### config.mk
export PLATFORM = sky130hd
export DESIGN_NAME = cfgr_page_reader
export DESIGN_NICKNAME = d
export VERILOG_FILES = /design/src/rtl/cfgr_pkg.sv /design/src/rtl/cfgr_page_map.sv /design/src/rtl/cfgr_stream_ctrl.sv /design/src/rtl/cfgr_pin_drive.sv /design/src/rtl/cfgr_page_reader.sv
export SDC_FILE = /design/constraint.sdc
export NUM_CORES = 1
export LEC_CHECK = 0
export BUFFER_PORTS_ARGS = -buffer_cell sky130_fd_sc_hd__buf_2
export CAP_MARGIN = 10
export CORE_UTILIZATION = 49
export DETAILED_ROUTE_END_ITERATION = 10
export PLACE_DENSITY_LB_ADDON = 0.1
export SLEW_MARGIN = 20
export SYNTH_ARGS = -nofsm -noshare
export SYNTH_HDL_FRONTEND = slang
export SYNTH_HIERARCHICAL = 1
export SYNTH_SLANG_ARGS = --single-unit
### constraint.sdc
create_clock -name dclk -period 2.1 [get_ports dclk]
set_clock_uncertainty 0.05 [all_clocks]
set_input_delay 0.105 -clock dclk [delete_from_list [all_inputs] [get_ports dclk]]
set_output_delay 0.105 -clock dclk [all_outputs]
set_load 0.01 [all_outputs]
### src/rtl/cfgr_pkg.sv
package cfgr_pkg;

    localparam int PAGE_BITS = 2;

    typedef struct packed {
        logic                 paged;
        logic [PAGE_BITS-1:0] sel;
    } page_cfg_t;

endpackage

### src/rtl/cfgr_page_map.sv
module cfgr_page_map
    import cfgr_pkg::*;
#(
    parameter int AW = 20
) (
    input  logic [AW-1:0] off_i,
    input  page_cfg_t     cfg_i,
    output logic [AW-1:0] addr_o,
    output logic          at_top_o
);

    localparam int OFF_W = AW - PAGE_BITS;

    // Paged: page code on the upper bits, offset wraps inside the quarter.
    always_comb begin
        if (cfg_i.paged) begin
            addr_o   = {cfg_i.sel, off_i[OFF_W-1:0]};
            at_top_o = &off_i[OFF_W-1:0];
        end else begin
            addr_o   = off_i;
            at_top_o = &off_i;
        end
    end

endmodule

### src/rtl/cfgr_stream_ctrl.sv
module cfgr_stream_ctrl
    import cfgr_pkg::*;
#(
    parameter int AW = 20,
    parameter int WW = 16
) (
    input  logic                 clk,
    input  logic                 rst_n,
    input  logic                 ser_en,
    input  logic                 cs_n,
    input  logic                 page_en,
    input  logic [PAGE_BITS-1:0] page_sel,
    output logic                 mem_rd_en,
    output logic [AW-1:0]        mem_addr,
    output logic [$clog2(WW)-1:0] bit_idx,
    output logic                 done
);

    localparam int BW = $clog2(WW);
    localparam logic [BW-1:0] LAST_BIT = BW'(WW - 1);

    typedef struct packed {
        logic [AW-1:0] off;
        logic [BW-1:0] bitc;
        logic          fill;
        logic          done;
        page_cfg_t     cfg;
    } st_t;

    st_t           st_d, st_q;
    page_cfg_t     cfg_eff;
    logic [AW-1:0] cur_addr;
    logic          at_top;
    logic          act;
    logic          rd_en_d;
    logic [AW-1:0] rd_addr_d;

    // Page setting follows the pins only in serial mode.
    always_comb begin
        if (ser_en) begin
            cfg_eff.paged = page_en;
            cfg_eff.sel   = page_sel;
        end else begin
            cfg_eff = st_q.cfg;
        end
    end

    cfgr_page_map #(.AW(AW)) u_map (
        .off_i   (st_q.off),
        .cfg_i   (cfg_eff),
        .addr_o  (cur_addr),
        .at_top_o(at_top)
    );

    assign act = ser_en & ~cs_n & rst_n;

    always_comb begin
        st_d      = st_q;
        st_d.cfg  = cfg_eff;
        rd_en_d   = 1'b0;
        rd_addr_d = cur_addr;
        if (act) begin
            if (st_q.fill) begin
                rd_en_d   = 1'b1;
                st_d.fill = 1'b0;
            end else if (!st_q.done) begin
                if (st_q.bitc == LAST_BIT) begin
                    st_d.bitc = '0;
                    if (at_top) begin
                        st_d.done = 1'b1;
                    end else begin
                        // Prefetch: the word lands on this edge.
                        rd_en_d   = 1'b1;
                        rd_addr_d = cur_addr + AW'(1);
                        st_d.off  = st_q.off + AW'(1);
                    end
                end else begin
                    st_d.bitc = st_q.bitc + BW'(1);
                end
            end
        end
    end

    always_ff @(posedge clk or negedge rst_n) begin
        if (!rst_n) begin
            st_q.off  <= '0;
            st_q.bitc <= '0;
            st_q.fill <= 1'b1;
            st_q.done <= 1'b0;
            st_q.cfg  <= '0;
        end else begin
            st_q <= st_d;
        end
    end

    assign mem_rd_en = rd_en_d;
    assign mem_addr  = rd_addr_d;
    assign bit_idx   = st_q.bitc;
    assign done      = st_q.done;

    // deselected in serial mode, position frozen
    a_r4_hold_in_standby: assert property (@(posedge clk) disable iff (!rst_n)
        (ser_en && cs_n) |=> ($stable(st_q.off) && $stable(st_q.bitc)));

    // programming mode freezes position and held page
    a_r9_isp_frozen: assert property (@(posedge clk) disable iff (!rst_n)
        !ser_en |=> ($stable(st_q.off) && $stable(st_q.bitc) && $stable(st_q.cfg)));

    // a word wrap advances the offset by one
    a_r3_wrap_advances: assert property (@(posedge clk) disable iff (!rst_n)
        (act && !st_q.fill && !st_q.done && st_q.bitc == LAST_BIT && !at_top)
        |=> (st_q.bitc == '0 && st_q.off == $past(st_q.off) + AW'(1)));

    // reads outside the first fetch only during the last bit
    a_r3_prefetch_slot: assert property (@(posedge clk) disable iff (!rst_n)
        (mem_rd_en && !st_q.fill) |-> (st_q.bitc == LAST_BIT));

    // saturated counter never moves
    a_r7_saturate: assert property (@(posedge clk) disable iff (!rst_n)
        st_q.done |=> ($stable(st_q.off) && !mem_rd_en));

endmodule

### src/rtl/cfgr_pin_drive.sv
module cfgr_pin_drive (
    input  logic ser_en,
    input  logic rst_n,
    input  logic cs_n,
    input  logic done,
    output logic data_oe,
    output logic cascade_n,
    output logic standby
);

    always_comb begin
        data_oe   = ser_en & rst_n & ~cs_n;
        standby   = ser_en & cs_n;
        // After the range end, mirror the select pin down the chain.
        cascade_n = (ser_en & done) ? cs_n : 1'b1;
    end

endmodule

### src/rtl/cfgr_page_reader.sv
module cfgr_page_reader
    import cfgr_pkg::*;
#(
    parameter int AW = 20,
    parameter int WW = 16
) (
    input  logic          dclk,
    input  logic          rst_oe,
    input  logic          cs_n,
    input  logic          ser_en,
    input  logic          page_en,
    input  logic [1:0]    page_sel,
    output logic          mem_rd_en,
    output logic [AW-1:0] mem_addr,
    input  logic [WW-1:0] mem_rdata,
    output logic          data_out,
    output logic          data_oe,
    output logic          cascade_n,
    output logic          standby
);

    localparam int BW = $clog2(WW);

    logic [BW-1:0] bit_idx;
    logic          done;
    logic [WW-1:0] shifted;

    cfgr_stream_ctrl #(.AW(AW), .WW(WW)) u_ctrl (
        .clk      (dclk),
        .rst_n    (rst_oe),
        .ser_en   (ser_en),
        .cs_n     (cs_n),
        .page_en  (page_en),
        .page_sel (page_sel),
        .mem_rd_en(mem_rd_en),
        .mem_addr (mem_addr),
        .bit_idx  (bit_idx),
        .done     (done)
    );

    cfgr_pin_drive u_pins (
        .ser_en   (ser_en),
        .rst_n    (rst_oe),
        .cs_n     (cs_n),
        .done     (done),
        .data_oe  (data_oe),
        .cascade_n(cascade_n),
        .standby  (standby)
    );

    // Read word stays on the array output until the next strobe.
    assign shifted  = mem_rdata << bit_idx;
    assign data_out = shifted[WW-1];

    // paged reads land in the selected quarter
    a_r5_page_window: assert property (@(posedge dclk) disable iff (!rst_oe)
        (ser_en && page_en && mem_rd_en) |-> (mem_addr[AW-1 -: 2] == page_sel));

    // an asserted cascade implies the device is selected
    a_r8_casc_needs_cs: assert property (@(posedge dclk) disable iff (!rst_oe)
        !cascade_n |-> !cs_n);

endmodule

# == Word-level counts from Yosys, hierarchy flattened ==
# Cells that the tools add are included.
# word_totals
input_bits,23
output_inout_bits,25
register_bits,29
word_cells,44
# op_classes
eq_ne,1
bitwise_logic,10
mux,18
reduce_logical,5
shifts,1
addsub,3
# op_table
op,count
$mux 20,6
$add 20x1->20 const B,2
$reduce_and 20->1,1
$reduce_and 18->1,1
$shl 16x4->16,1
$mux 1,10
$and 1x1->1,6
$reduce_and 5->1,1
$add 4x1->4 const B,1
$eq 4x4->1 const B,1
$mux 4,1
$not 1->1,4
$mux 3,1
$reduce_and 3->1,1
$reduce_and 2->1,1

# == Logic depth before layout (Yosys ltp) ==
# Gate-level depths: netlist of the first run.
# logic_depth
ltp_word,8
depth_mapped,8
ltp_nobuf,7

# == Modules after synthesis ==
# The synthesis of the first run kept the hierarchy.
# modules_own_cells
mod,instances,area_per_inst_um2,cells_per_inst,seq_area_each_um2
cfgr_stream_ctrl,1,1795.5,174,726.9
cfgr_page_map,1,209.0,28,0.0
cfgr_page_reader,1,135.1,7,0.0
cfgr_pin_drive,1,23.8,3,0.0

# == Least setup slack after synthesis of the first run ==
# Ideal clock, no wire load.
# synth_timing
path_type,register to output
from,register u_ctrl/st_q[16] (netlist bit)
to,output port mem_addr[1]
setup_slack_ps,-75
stages_incl_launch_ff,8
t_required_ps,1945
arrival_time_ps,2020
n_path_buf,1
path_cell_list,dfrtp_1 nand4_1 or4_1 nor3_2 or2_4 nor3_1 buf_2 mux2_2
# synth_via
elab_chain_cells,7
word_cells_on_any_way,8
classes_between,6 x mux; 2 x reduce/logical
# synth_lines
element,line_no,text
start: declaration,cfgr_stream_ctrl.sv:30,"st_t st_d, st_q;"
start signal: assignment,cfgr_stream_ctrl.sv:92,st_q <= st_d;
$reduce_and 20->1 / $reduce_and 18->1 (equally long branches),"cfgr_page_map.sv:21, cfgr_page_map.sv:18",
$mux 1 *,cfgr_page_map.sv:16,if (cfg_i.paged) begin
named net u_ctrl.at_top,cfgr_stream_ctrl.sv:33,logic at_top;
$mux 20 *,cfgr_stream_ctrl.sv:69,if (at_top) begin
$mux 20 *,cfgr_stream_ctrl.sv:67,if (st_q.bitc == LAST_BIT) begin
$mux 20 *,cfgr_stream_ctrl.sv:66,end else if (!st_q.done) begin
$mux 20 *,cfgr_stream_ctrl.sv:63,if (st_q.fill) begin
$mux 20 *,cfgr_stream_ctrl.sv:62,if (act) begin
end: declaration,cfgr_page_reader.sv:14,"output logic [AW-1:0] mem_addr,"
# Mark *: on every way through the listed nets, which the timed path passes. The rest lies on a longest branch.

==> results of run 1 <==
worst paths after layout:
path | end | slack [ps] | cells after the start | startpoint
worst min-delay path | u_ctrl/st_q[1] | 30 | 2 | page_sel[1]
max in group asynchronous | u_ctrl/st_q[4] | 1140 | 3 | rst_oe
min in group asynchronous | u_ctrl/bit_idx[3] | 220 | 2 | rst_oe
worst max register to register | u_ctrl/st_q[20] | -250 | 11 | u_ctrl/st_q[2]
worst max-delay path | mem_addr[1] | -400 | 8 | u_ctrl/st_q[2]
worst min register to register | u_ctrl/st_q[4] | 430 | 1 | u_ctrl/st_q[4]
synthesized netlist by cell type, types with 2 or more instances:
master / number / area, um^2
nand3_1: 12 / 60.1
and4_1: 3 / 26.3
and3_1: 7 / 43.8
nor3_1: 3 / 15.0
inv_1: 3 / 11.3
nor4_4: 3 / 63.8
mux2_2: 9 / 101
dfrtp_1: 28 / 701
ha_1: 3 / 37.5
nor2_1: 7 / 26.3
mux4_1: 4 / 105
xor2_1: 5 / 43.8
a21oi_1: 3 / 15.0
nand3b_1: 2 / 15.0
xnor2_1: 34 / 298
nand4_1: 22 / 138
nand2_1: 18 / 67.6
buf_2: 2 / 10.0
nor3_2: 2 / 20.0
buf_4: 22 / 165
and2_1: 2 / 12.5
mux2i_1: 3 / 30.0
area by class of cell:
| class | instances | area [um^2] | share of cell area |
|---|---|---|---|
| multi-input combinational | 155 | 1460 | 0.491 |
| inverter | 3 | 11.3 | 0.00378 |
| sequential | 29 | 727 | 0.244 |
| tap | 50 | 62.6 | 0.0210 |
| timing repair buffer | 92 | 627 | 0.211 |
| clock buffer | 7 | 86.3 | 0.0290 |
kinds of logic (layout without fill, tap and decap cells):
group | after synthesis | after routing | synth area share
AOI/OAI and AO/OA | 7 | 7 | 0.0208
DFF | 29 | 29 | 0.336
adders and majority gates | 3 | 3 | 0.0174
and+or+nand+nor | 90 | 90 | 0.267
buffers and inverters | 28 | 102 | 0.0914
xor gates and xnor gates | 39 | 39 | 0.158
muxes | 16 | 16 | 0.109
metrics by stage:
stage	power, uW	utilization	cell area, um^2	cells	setup TNS (ps)
2_1_floorplan	1030	-	2190	212	-52.0
3_3_place_gp	1120	0.632	2600	322	-1830
3_5_place_dp	1130	0.632	2600	322	-2630
4_1_cts	1590	0.679	2790	331	-5490
5_1_grt	1670	0.723	2980	336	-12250
6_report	1590	0.723	2980	336	-8800
power groups by stage:
stage                     clock network (uW)  registers [uW]  logic [uW]
final                                    456             673         461
after global routing                     479             681         514
after CTS                                460             673         459
after detailed placement                   0             683         446
after global placement                     0             682         437
after floorplan                            0             681         346
repair_timing:
action | 4_1_cts | 5_1_grt
pin swaps | 22 | 39
buffers inserted | 5 | 9
resized for setup | 22 | 35
hold buffers | 1 | 0
setup endpoints to repair | 38 | 41
hold endpoints to repair | 28 | 0
registers in the layout, summed over array words and instances, names as in the netlist:
name / cells
u_ctrl/st_q: 24
u_ctrl/bit_idx: 4
u_ctrl/done: 1
per-layer routing:
| metal | vias to the layer above | GRT usage | share of wire |
|---|---|---|---|
| met2 | 28 | 0.412 | 0.53 |
| met3 | 5 | 0.0450 | 0.031 |
| met4 | 0 | 0.0469 | 0.0050 |
| li1 | 899 | - | - |
| met1 | 914 | 0.273 | 0.44 |
| met5 | - | 0 | 0 |
==> flow_metrics.py, run 1 <==
metrics = {
    "status": {
        "status": "finished, violations left",
        "violations": "negative setup slack",
    },
    "global_routing": {
        "grt_pass1_vias": 1715,
        "grt_pass1_wl_mm": 7.73,
        "grt_util_all_layers": 0.226,
        "antenna_found_initial": 0,
        "overflow": 0,
        "grt_max_degree": 27,
    },
    "critical_path": {
        "cp.buffers_inverters": 2,
        "path_cells": "mux2_4 > a21oi_4 > nor3_4 > or2_4 > nor3_4 > buf_6 > mux2_4 > buf_6",
        "crit_path_end_kind": "output port",
        "worstPathArrival_ps": 2340,
        "path_delay_family": "simple AND/OR/NAND/NOR gates",
        "cp_max_fo": 6,
        "crit_required_ps": 1950,
        "start_kind": "register",
        "critPathKind": "register to output port",
        "crit_slowest_cell": "dfrtp_1",
        "slowest_delay_ps": 360,
    },
    "die": {
        "start_util": 0.526,
        "die_w_um": 68.4,
        "io_pins": 48,
        "die_area_um2": 4680,
        "core_um2": 4120,
        "die_h_um": 68.4,
        "rows": 23,
    },
    "cts": {
        "cts_root_buf": "clkbuf_8",
        "worstSkewPairLatency_ps": 270,
        "htreeDepth": 2,
        "clk_pin_slew_worst_paths_ps": 60,
        "numCtsBuffers": 5,
        "clockBufferDepth": 2,
        "clock-sinks": 29,
        "cts_tree": "yes",
    },
    "timing": {
        "fmax_mhz": 400,
        "setup_viol_count_final": 41,
        "maxSlewViolCount": 0,
        "period_needed_ps": 2500,
        "holdWs_ps": 33.7,
        "finalHoldViolations": 0,
        "slew_headroom": 0.497,
        "rsz0062_at_grt": "yes",
        "worst_slack_ps": -397,
        "worst_pin_slew_ps": 748,
        "period_share": 1.19,
    },
    "synth": {
        "ys_warn_count": 6,
        "synth-edff-count": 0,
        "synth-async-reset-ratio": 1.00,
        "avgSynthCellArea_um2": 10.2,
        "ys_ff_latch": 29,
        "syn-cell-area_um2": 2160,
        "yosysSeqAreaShare": 0.336,
        "syn_inst": 212,
        "ys.flop_type": "dfrtp_1",
        "synthesis.nets": 238,
        "synth.distinct_cells": 37,
    },
    "cells_and_area": {
        "nets": 312,
        "mostFrequentLayoutCell": "buf_2",
        "fillCellCount": 312,
        "drive_above_1_share": 0.531,
        "final_cell_mix": "buf_2, buf_4, dfrtp_1",
        "synthToLayoutAreaGrowth_pct": 37.5,
        "num_antenna_cells": 0,
    },
    "power_and_ir_drop": {
        "pwr_density_cell_nw_per_um2": 534,
        "p_leak_uw": 0.00142,
        "power.internal_uw": 1120,
        "power_frac_comb": 0.290,
        "ir_drop_v": 0.000366,
        "clkPwrFrac": 0.287,
        "seqPwrFrac": 0.423,
        "switching_power_uw": 468,
        "swShare": 0.294,
    },
    "drt": {
        "vias": 1846,
        "routedWlPerCell_um": 14.9,
        "drc": 0,
        "viasPerCell": 5.49,
        "first_pass_iters": 4,
        "first_iter_violations": 73,
        "postRouteAntennaNets": 0,
        "wirelength_mm": 5.01,
    },
    "flow_run": {
        "max_cap_violations": 0,
    },
    "worst_hold_path": {
        "min_path_type": "input port to register",
    },
    "placed_design": {
        "portBuffers": 47,
        "gp_congestion": 0.835,
        "place_hpwl_mm": 3.62,
        "pre_cts_ws_ps": -202,
    },
}
Note: power is estimated with default switching activity, not from simulation.
==> run 2: changes to the inputs <==
MAX_ROUTING_LAYER = met4   (was not set)
==> run 2 against run 1 <==
Net effect: the run still ends with negative setup slack left; wire length is 0.16% lower; maximum frequency is 0.11% higher; via count is 0.60% lower; first-iteration DRC count is 15% higher; core utilization stayed put; flip-flop and latch count stayed put; cell count stayed put; setup slack better by 2.8 ps; clock power hardly changed; sequential power hardly changed; largest cell class unchanged; largest power group unchanged.
==> flow_metrics.py, run 2 (synthesis results as in run 1) <==
metrics = {
    "status": {
        "status": "finished, violations left",
        "violations": "negative setup slack",
    },
    "critical_path": {
        "r2r-start": "u_ctrl/st_q[2]",
        "worstPathArrival_ps": 2340,
        "cp_max_fo": 6,
        "crit_path_end_kind": "output port",
        "crit_required_ps": 1950,
        "cp-startpoint": "u_ctrl/st_q[2]",
        "start_kind": "register",
        "critPathKind": "register to output port",
        "r2r_setup_slack_ps": -250,
    },
    "global_routing": {
        "antenna_found_initial": 0,
        "grt_util_all_layers": 0.233,
        "grt_max_degree": 27,
        "grt_pass1_wl_mm": 7.72,
        "overflow": 0,
        "grt_pass1_vias": 1714,
    },
    "cts": {
        "cts_root_buf": "clkbuf_8",
        "worstSkewPairLatency_ps": 270,
        "numCtsBuffers": 5,
        "clk_pin_slew_worst_paths_ps": 60,
        "cts_tree": "yes",
        "clockBufferDepth": 2,
        "clock-sinks": 29,
        "htreeDepth": 2,
    },
    "cells_and_area": {
        "regArea_um2": 727,
        "final_cell_mix": "buf_2, buf_4, dfrtp_1",
        "mostFrequentLayoutCell": "buf_2",
        "multi_input_area_um2": 1460,
        "largest_reg_flops": 24,
        "nets": 312,
        "finish.instance_area_um2": 2980,
        "drive_above_1_share": 0.531,
        "num_antenna_cells": 0,
        "fillCellCount": 312,
        "regMostFlops": "u_ctrl/st_q",
        "synthToLayoutAreaGrowth_pct": 37.5,
        "post-route-util": 0.723,
    },
    "placed_design": {
        "gp_congestion": 0.848,
        "pre_cts_ws_ps": -202,
        "place_area_um2": 2600,
        "portBuffers": 47,
        "place_hpwl_mm": 3.62,
    },
    "timing": {
        "maxSlewViolCount": 0,
        "finalHoldViolations": 0,
        "worst_slack_ps": -394,
        "slew_headroom": 0.503,
        "setup_viol_count_final": 41,
        "worst_pin_slew_ps": 739,
        "period_needed_ps": 2490,
        "period_share": 1.19,
        "holdWs_ps": 32.4,
        "fmax_mhz": 401,
        "rsz0062_at_grt": "yes",
    },
    "drt": {
        "routedWlPerCell_um": 14.9,
        "vias": 1835,
        "viasPerCell": 5.46,
        "first_iter_violations": 84,
        "wirelength_mm": 5.00,
        "drc": 0,
        "postRouteAntennaNets": 0,
        "first_pass_iters": 4,
    },
    "die": {
        "start_util": 0.526,
        "rows": 23,
        "die_w_um": 68.4,
        "core_um2": 4120,
        "io_pins": 48,
        "die_h_um": 68.4,
        "die_area_um2": 4680,
    },
    "power_and_ir_drop": {
        "p_leak_uw": 0.00142,
        "pwr_density_cell_nw_per_um2": 534,
        "ir_drop_v": 0.000360,
    },
    "worst_hold_path": {
        "min_path_type": "input port to register",
        "hp-start": "page_sel[1]",
    },
    "flow_run": {
        "max_cap_violations": 0,
    },
}
run 2: cell counts in the layout (fill, tap and decap cells not counted):
No cell type changed its count.
run 2: layout make-up:
class	instances	share of cell area
multi-input cells	155	0.491
inverters	3	0.00378
flip-flops and latches	29	0.244
clock buffers	7	0.0290
well taps	50	0.0210
repair buffers	92	0.211
run 2: worst max-delay path: stages, from the launching register on:
cell	delay, ps
dfrtp_1	360
mux2_4	290
a21oi_4	160
nor3_4	60
or2_4	270
nor3_4	350
buf_6	160
mux2_4	290
buf_6	120
run 2: metal layers:
layer / wire length [um] / GRT usage / vias up
met5: 0 / - / -
met4: 27 / 0.0469 / 0
met3: 158 / 0.0450 / 4
met2: 2620 / 0.413 / 27
met1: 2200 / 0.272 / 908
li1: - / - / 896
run 2: path summary, 6_finish.rpt:
check / endpoint / cells after the start
max: mem_addr[1] / 8
min: u_ctrl/st_q[1] / 2
max reg2reg: u_ctrl/st_q[20] / 11
min reg2reg: u_ctrl/st_q[4] / 1
max in group asynchronous: u_ctrl/st_q[4] / 3
min in group asynchronous: u_ctrl/bit_idx[3] / 2
run 2: power breakdown:
group	leakage (uW)	switching, uW	internal, uW
registers	0.000387	62.3	610
clock network	0.0000443	195	259
logic	0.000992	210	253
total	0.00142	467	1120
run 2: timing repair:
item / in CTS / in global routing
endpoints found under the setup margin: 38 / 41
gates resized for setup: 22 / 35
hold endpoints to repair: 28 / 0
hold buffers: 1 / 0
pin swaps: 22 / 39
setup buffers: 5 / 9
run 2: stage by stage:
| stage | setup TNS, ps | total power (uW) | std cells |
|---|---|---|---|
| 2_1_floorplan | -52.0 | 1030 | 212 |
| 3_3_place_gp | -1830 | 1120 | 322 |
| 3_5_place_dp | -2630 | 1130 | 322 |
| 4_1_cts | -5490 | 1590 | 331 |
| 5_1_grt | -12220 | 1680 | 336 |
| 6_report | -8740 | 1590 | 336 |
